[config.mk]
export PLATFORM = sky130hd
export DESIGN_NAME = dma_ch_arbiter
export DESIGN_NICKNAME = d
export VERILOG_FILES = /design/src/rtl/dma_arb_pkg.sv /design/src/rtl/dma_arb_req_sel.sv /design/src/rtl/dma_arb_pick.sv /design/src/rtl/dma_arb_grant_reg.sv /design/src/rtl/dma_ch_arbiter.sv
export SDC_FILE = /design/constraint.sdc
export NUM_CORES = 1
export LEC_CHECK = 0
export BUFFER_PORTS_ARGS = -buffer_cell sky130_fd_sc_hd__buf_2
export CAP_MARGIN = 30
export CORE_ASPECT_RATIO = 1.4
export CORE_UTILIZATION = 45
export DETAILED_ROUTE_END_ITERATION = 7
export HOLD_SLACK_MARGIN = 0.05
export MAX_ROUTING_LAYER = met4
export PLACE_DENSITY = 0.78
export SETUP_SLACK_MARGIN = 0.02
export SLEW_MARGIN = 10
export SYNTH_ARGS = -nofsm -noshare
export SYNTH_HDL_FRONTEND = slang
export SYNTH_SLANG_ARGS = --single-unit
[constraint.sdc]
create_clock -name clk_i -period 2.2 [get_ports clk_i]
set_input_delay 0.22 -clock clk_i [delete_from_list [all_inputs] [get_ports clk_i]]
set_output_delay 0.22 -clock clk_i [all_outputs]
set_load 0.02 [all_outputs]
[src/rtl/dma_arb_pkg.sv]
package dma_arb_pkg;
  localparam int unsigned DEF_CH_N   = 16;
  localparam int unsigned DEF_PRIO_W = 4;
endpackage

[src/rtl/dma_arb_req_sel.sv]
module dma_arb_req_sel #(
  parameter int unsigned CH_N = dma_arb_pkg::DEF_CH_N
) (
  input  logic [CH_N-1:0] en_i,
  input  logic [CH_N-1:0] src_ext_i,
  input  logic [CH_N-1:0] wmark_sel_i,
  input  logic [CH_N-1:0] fifo_hungry_i,
  input  logic [CH_N-1:0] fifo_wmark_i,
  input  logic [CH_N-1:0] ext_req_i,
  output logic [CH_N-1:0] elig_o
);
  for (genvar c = 0; c < CH_N; c++) begin : g_ch
    logic int_req;
    assign int_req   = wmark_sel_i[c] ? fifo_wmark_i[c] : fifo_hungry_i[c];
    assign elig_o[c] = en_i[c] & (src_ext_i[c] ? ext_req_i[c] : int_req);
  end
endmodule

[src/rtl/dma_arb_pick.sv]
module dma_arb_pick #(
  parameter int unsigned CH_N   = dma_arb_pkg::DEF_CH_N,
  parameter int unsigned PRIO_W = dma_arb_pkg::DEF_PRIO_W,
  localparam int unsigned IDX_W = (CH_N > 1) ? $clog2(CH_N) : 1
) (
  input  logic [CH_N-1:0]        elig_i,
  input  logic [CH_N*PRIO_W-1:0] prio_i,
  output logic                   win_valid_o,
  output logic [IDX_W-1:0]       win_idx_o
);
  logic [PRIO_W-1:0] best_prio;

  // linear scan from channel 0; strict compare keeps the lower index on ties
  always_comb begin
    win_valid_o = 1'b0;
    win_idx_o   = '0;
    best_prio   = '1;
    for (int c = 0; c < CH_N; c++) begin
      if (elig_i[c] && (!win_valid_o || prio_i[c*PRIO_W +: PRIO_W] < best_prio)) begin
        win_valid_o = 1'b1;
        win_idx_o   = IDX_W'(c);
        best_prio   = prio_i[c*PRIO_W +: PRIO_W];
      end
    end
  end
endmodule

[src/rtl/dma_arb_grant_reg.sv]
module dma_arb_grant_reg #(
  parameter int unsigned CH_N   = dma_arb_pkg::DEF_CH_N,
  localparam int unsigned IDX_W = (CH_N > 1) ? $clog2(CH_N) : 1
) (
  input  logic             clk_i,
  input  logic             rst_ni,
  input  logic [CH_N-1:0]  en_i,
  input  logic             done_i,
  input  logic             win_valid_i,
  input  logic [IDX_W-1:0] win_idx_i,
  output logic [CH_N-1:0]  grant_o,
  output logic [IDX_W-1:0] grant_idx_o,
  output logic             grant_valid_o
);
  logic             valid_q;
  logic [IDX_W-1:0] idx_q;
  logic             rearb;

  assign rearb = !valid_q || done_i || !en_i[idx_q];

  always_ff @(posedge clk_i or negedge rst_ni) begin
    if (!rst_ni) begin
      valid_q <= 1'b0;
      idx_q   <= '0;
    end else if (rearb) begin
      valid_q <= win_valid_i;
      idx_q   <= win_valid_i ? win_idx_i : '0;
    end
  end

  for (genvar c = 0; c < CH_N; c++) begin : g_dec
    assign grant_o[c] = valid_q && (idx_q == IDX_W'(c));
  end

  assign grant_idx_o   = idx_q;
  assign grant_valid_o = valid_q;
endmodule

[src/rtl/dma_ch_arbiter.sv]
module dma_ch_arbiter #(
  parameter int unsigned CH_N   = dma_arb_pkg::DEF_CH_N,
  parameter int unsigned PRIO_W = dma_arb_pkg::DEF_PRIO_W,
  localparam int unsigned IDX_W = (CH_N > 1) ? $clog2(CH_N) : 1
) (
  input  logic                   clk_i,
  input  logic                   rst_ni,
  input  logic [CH_N-1:0]        en_i,
  input  logic [CH_N-1:0]        src_ext_i,
  input  logic [CH_N-1:0]        wmark_sel_i,
  input  logic [CH_N*PRIO_W-1:0] prio_i,
  input  logic [CH_N-1:0]        fifo_hungry_i,
  input  logic [CH_N-1:0]        fifo_wmark_i,
  input  logic [CH_N-1:0]        ext_req_i,
  input  logic                   done_i,
  output logic [CH_N-1:0]        grant_o,
  output logic [IDX_W-1:0]       grant_idx_o,
  output logic                   grant_valid_o
);
  logic [CH_N-1:0]  elig;
  logic             win_valid;
  logic [IDX_W-1:0] win_idx;

  dma_arb_req_sel #(.CH_N(CH_N)) u_sel (
    .en_i          (en_i),
    .src_ext_i     (src_ext_i),
    .wmark_sel_i   (wmark_sel_i),
    .fifo_hungry_i (fifo_hungry_i),
    .fifo_wmark_i  (fifo_wmark_i),
    .ext_req_i     (ext_req_i),
    .elig_o        (elig)
  );

  dma_arb_pick #(.CH_N(CH_N), .PRIO_W(PRIO_W)) u_pick (
    .elig_i      (elig),
    .prio_i      (prio_i),
    .win_valid_o (win_valid),
    .win_idx_o   (win_idx)
  );

  dma_arb_grant_reg #(.CH_N(CH_N)) u_greg (
    .clk_i         (clk_i),
    .rst_ni        (rst_ni),
    .en_i          (en_i),
    .done_i        (done_i),
    .win_valid_i   (win_valid),
    .win_idx_i     (win_idx),
    .grant_o       (grant_o),
    .grant_idx_o   (grant_idx_o),
    .grant_valid_o (grant_valid_o)
  );
endmodule

==> results.sh, run 1 <==
export IMPL_netlist_instances=620
export IMPL_cts_htree_levels=1
export IMPL_grt_max_degree=13
export IMPL_dp_cells=1159
export IMPL_grt_pass1_vias=8983
export IMPL_synthFlopType="dfrtp_1"
export IMPL_synth_common_cells="nand2_1 (73), nor2_1 (56), inv_1 (45)"
export IMPL_grt_overflow=3
export IMPL_dp_hpwl_um=17800
export IMPL_synthDistinctLibCells=94
export IMPL_syn_area_per_cell_um2=6.96
export IMPL_place_gp_congestion=0.996
export IMPL_status="did not finish"
export IMPL_synth_area_um2=4310
export IMPL_yosysMostFrequentCell="nand2_1"
export IMPL_root_buffer="clkbuf_16"
export IMPL_synth_area_leaders="mux2i_1 (7.4%), nand2_1 (6.4%), ha_1 (5.5%), nor2_1 (4.9%), a21oi_1 (4.2%)"
export IMPL_seq_area_frac_synth_pct=2.90
export IMPL_grt_first_pass_wirelength_um=43000
export IMPL_clock_sinks=5
export IMPL_cts_buffers=3
export IMPL_synth_edff_count=0
export IMPL_die_h_um=118
export IMPL_syn_nets=802
export IMPL_io_pins=184
export IMPL_async_flop_share_pct=100
export IMPL_yosys_warnings=0
export IMPL_error="[ERROR GRT-0116] Global routing finished with congestion. Check the congestion regions in the DRC Viewer."
export IMPL_rows=41
export IMPL_yosysTopAreaCell="mux2i_1"
export IMPL_ctsLongestPathBuffers=2
export IMPL_start_util_pct=47.0
export IMPL_die_x_um=84.7
export IMPL_ys_seq_elements=5
export IMPL_post_synth_top_area_fraction_pct=7.43
export IMPL_port_buffers=183
export IMPL_grt_usage_pct=56.5
export IMPL_stop_stage="5_1_grt"
-- repair_timing --
action	4_1_cts
hold endpoints to repair	5
hold buffers	1
setup endpoints to repair	5
resized for setup	38
gates cloned	0
pin swaps	64
setup buffers	61
-- logic make-up after synthesis --
family / synth area share [%]
flip-flops: 2.90
multiplexers: 13.8
AO/OA/AOI/OAI: 43.1
AND/OR/NAND/NOR: 26.1
buffers and inverters: 5.28
adder cells (fa/ha/maj): 7.89
XOR/XNOR: 1.02
-- metal layers --
layer / GRT overflow / global-route usage (%)
met1: 0 / 51.1
met2: 3 / 87.8
met3: 0 / 23.4
met4: 0 / 54.8
met5: - / -
-- per-stage QoR --
stage                     hold WS (ns)  instance area [um2]  util (%)  worst slack, ns
after floorplan                -0.0756                 4680         -           -17.22
after global placement          0.0328                 7610      82.9           -16.55
after detailed placement        0.0404                 7610      82.9           -17.50
after CTS                        0.361                 8350      90.9           -16.61
==> run 2, diff against run 1 <==
--- a/config.mk
+++ b/config.mk
@@ -7,13 +7,9 @@
 export LEC_CHECK = 0
 export BUFFER_PORTS_ARGS = -buffer_cell sky130_fd_sc_hd__buf_2
 export CAP_MARGIN = 30
-export CORE_ASPECT_RATIO = 1.4
-export CORE_UTILIZATION = 45
+export CORE_UTILIZATION = 30
 export DETAILED_ROUTE_END_ITERATION = 7
-export HOLD_SLACK_MARGIN = 0.05
-export MAX_ROUTING_LAYER = met4
-export PLACE_DENSITY = 0.78
-export SETUP_SLACK_MARGIN = 0.02
+export PLACE_DENSITY_LB_ADDON = 0.15
 export SLEW_MARGIN = 10
 export SYNTH_ARGS = -nofsm -noshare
 export SYNTH_HDL_FRONTEND = slang
==> constraint.sdc (replaced) <==
create_clock -name clk_i -period 2.85 [get_ports clk_i]
set_input_delay 0.285 -clock clk_i [delete_from_list [all_inputs] [get_ports clk_i]]
set_output_delay 0.285 -clock clk_i [all_outputs]
set_load 0.02 [all_outputs]
==> results.sh, run 2 <==
export IMPL_vias_per_cell=5.35
export IMPL_reg2reg_slack_ns=0.12
export IMPL_post_synth_top_area_fraction_pct=7.43
export IMPL_areaGrowthSynthToFinish_pct=103
export IMPL_required_ns=3.01
export IMPL_grt_max_degree=13
export IMPL_setup_ws_ns=-16.32
export IMPL_via_count=7023
export IMPL_critPathMaxFanout=4
export IMPL_dr_wl_met2_um=10600
export IMPL_final_util_pct=62.8
export IMPL_setup_viol=5
export IMPL_p_leak_uw=0.00435
export IMPL_place_gp_congestion=0.922
export IMPL_peakVddDrop_v=0.000238
export IMPL_end_kind="flip-flop"
export IMPL_syn_area_per_cell_um2=6.96
export IMPL_place_area_um2=7630
export IMPL_power_frac_comb_pct=90.5
export IMPL_dp_hpwl_um=16600
export IMPL_synth_edff_count=0
export IMPL_layout_drive_gt1_share_pct=58.9
export IMPL_finClkSkew_ns=0.00263
export IMPL_die_x_um=122
export IMPL_fmax_mhz=52.2
export IMPL_coreArea_um2=13900
export IMPL_die_area_um2=14900
export IMPL_synth_area_um2=4310
export IMPL_hp_class="primary input to asynchronous set/reset pin"
export IMPL_dp_cells=1222
export IMPL_cp_arrival_ns=19.33
export IMPL_async_flop_share_pct=100
export IMPL_firstDrtPassIters=5
export IMPL_port_buffers=183
export IMPL_grt_usage_pct=26.4
export IMPL_status="finished with violations"
export IMPL_insertedDiodeCount=0
export IMPL_maxCapViolCount=0
export IMPL_worst_skew_pair_late_latency_ns=0.23
export IMPL_rows=43
export IMPL_met3_length_um=1010
export IMPL_top_layer_used="met4"
export IMPL_nNetsFinal=1316
export IMPL_yosysTopAreaCell="mux2i_1"
export IMPL_die_h_um=122
export IMPL_cts_buffers=3
export IMPL_clkTransAtPathRegs_ns=0.03
export IMPL_cpMostUsedCell="ha_4"
export IMPL_post_route_drc_count=0
export IMPL_synthFlopType="dfrtp_1"
export IMPL_syn_nets=802
export IMPL_start_util_pct=31.0
export IMPL_netlist_instances=620
export IMPL_antenna_found_initial=0
export IMPL_ctsLongestPathBuffers=2
export IMPL_cts_tree="done"
export IMPL_instances_no_fill=1313
export IMPL_grt_first_pass_wirelength_um=31600
export IMPL_yosys_warnings=0
export IMPL_power_switching_uw=2060
export IMPL_powerDensity_nw_per_um2=517
export IMPL_slew_headroom_pct=54.6
export IMPL_io_pins=184
export IMPL_ys_seq_elements=5
export IMPL_root_buffer="clkbuf_16"
export IMPL_wirelength_um=21100
export IMPL_grt_overflow=0
export IMPL_internal_power_uw=2460
export IMPL_final_common_cell="buf_4"
export IMPL_clock_sinks=5
export IMPL_rsz0062_at_grt="true"
export IMPL_slew_violations=0
export IMPL_layout_common_cells="buf_4 (318), buf_2 (181), nand2_1 (66)"
export IMPL_cts_htree_levels=1
export IMPL_fin_crit_ns=19.17
export IMPL_seq_area_frac_synth_pct=2.90
export IMPL_wl_per_cell_um=16.0
export IMPL_hold_viol=0
export IMPL_drt_first_iter_violations=317
export IMPL_grt_pass1_vias=6838
export IMPL_p_sw_share_pct=45.6
export IMPL_worst_pin_slew_ns=0.679
export IMPL_postRouteAntennaNets=0
export IMPL_max_stage_delay_ns=0.42
export IMPL_synth_common_cells="nand2_1 (73), nor2_1 (56), inv_1 (45)"
export IMPL_period_share_pct=673
export IMPL_violations="negative setup slack"
export IMPL_synth_area_leaders="mux2i_1 (7.4%), nand2_1 (6.4%), ha_1 (5.5%), nor2_1 (4.9%), a21oi_1 (4.2%)"
export IMPL_pre_cts_ws_ns=-16.86
export IMPL_wl_met1_um=8990
export IMPL_largest_reg_flops=4
export IMPL_slowest_stage="a2111o_1"
export IMPL_power_frac_seq_pct=4.3
export IMPL_setup_worst_path_start_class="primary input"
export IMPL_fin_hold_ws_ns=0.427
export IMPL_yosysMostFrequentCell="nand2_1"
export IMPL_clkPwrFrac_pct=5.2
export IMPL_critical_path_class="primary input to flip-flop"
export IMPL_fin_area_um2=8750
export IMPL_synthDistinctLibCells=94
run 2: cell type report:
type	count	area, um2
clock buffers	4	78.8
fillers	1228	5190
inverters	45	171
multi-input cells	559	4620
flip-flops and latches	5	125
well taps	180	225
repair buffers	520	3530
run 2: worst paths after layout:
kind | end | cells after the start | start
worst max-delay path | u_greg.grant_idx_o[2]$_DFFE_PN0P_ | 118 | wmark_sel_i[0]
worst min-delay path | u_greg.grant_idx_o[3]$_DFFE_PN0P_ | 2 | rst_ni
worst max register to register | u_greg.grant_idx_o[3]$_DFFE_PN0P_ | 5 | u_greg.grant_idx_o[0]$_DFFE_PN0P_
worst min register to register | u_greg.grant_idx_o[2]$_DFFE_PN0P_ | 1 | u_greg.grant_idx_o[2]$_DFFE_PN0P_
max in group asynchronous | u_greg.grant_idx_o[1]$_DFFE_PN0P_ | 2 | rst_ni
min in group clk_i | u_greg.grant_valid_o$_DFFE_PN0P_ | 3 | en_i[15]
run 2: critical path: cells and delay by family:
| kind | cells | cell delay, ns |
|---|---|---|
| fa+ha+maj | 15 | 3.82 |
| simple gates | 28 | 3.60 |
| buf+inv | 14 | 1.21 |
| mux | 5 | 1.19 |
| compound gates | 56 | 9.18 |
run 2: kinds of logic (layout without fill, tap and decap cells):
group           count (synthesis)  after routing  share of synthesized area (%)
simple gates                  233            233                           26.1
fa+ha+maj                      29             29                           7.89
xor+xnor                        5              5                           1.02
mux                            51             51                           13.8
buf+inv                        56            569                           5.28
compound gates                241            241                           43.1
flops                           5              5                           2.90
run 2: power groups by stage:
| stage | Combinational (uW) | Clock (uW) | Sequential (uW) |
|---|---|---|---|
| 6_report | 4090 | 234 | 195 |
| 5_1_grt | 4390 | 244 | 206 |
| 4_1_cts | 3800 | 238 | 191 |
| 3_5_place_dp | 3330 | 0 | 193 |
| 3_3_place_gp | 3260 | 0 | 191 |
| 2_1_floorplan | 1910 | 0 | 172 |
run 2: timing repair:
item                                    in CTS  in global routing
endpoints found under the hold margin        5                  0
hold buffers                                 1                  0
endpoints found under the setup margin       5                  5
gates cloned                                 0                  0
buffers inserted                            71                 18
pin swaps                                   59                 41
gates resized for setup                     54                 29
run 2: routing by layer:
| layer | GRT usage, % | up-vias |
|---|---|---|
| met1 | 32.7 | 3291 |
| li1 | - | 3436 |
| met5 | 0 | - |
| met4 | 7.10 | 0 |
| met3 | 1.92 | 45 |
| met2 | 48.5 | 251 |
run 2: per-stage QoR:
step                      TNS [ns]  power (uW)
after global placement      -65.51        3450
after CTS                   -65.10        4230
after floorplan             -66.33        2080
final                       -66.72        4520
after global routing        -70.16        4840
after detailed placement    -68.67        3520
No activity file was read; power rests on OpenSTA's default activity.
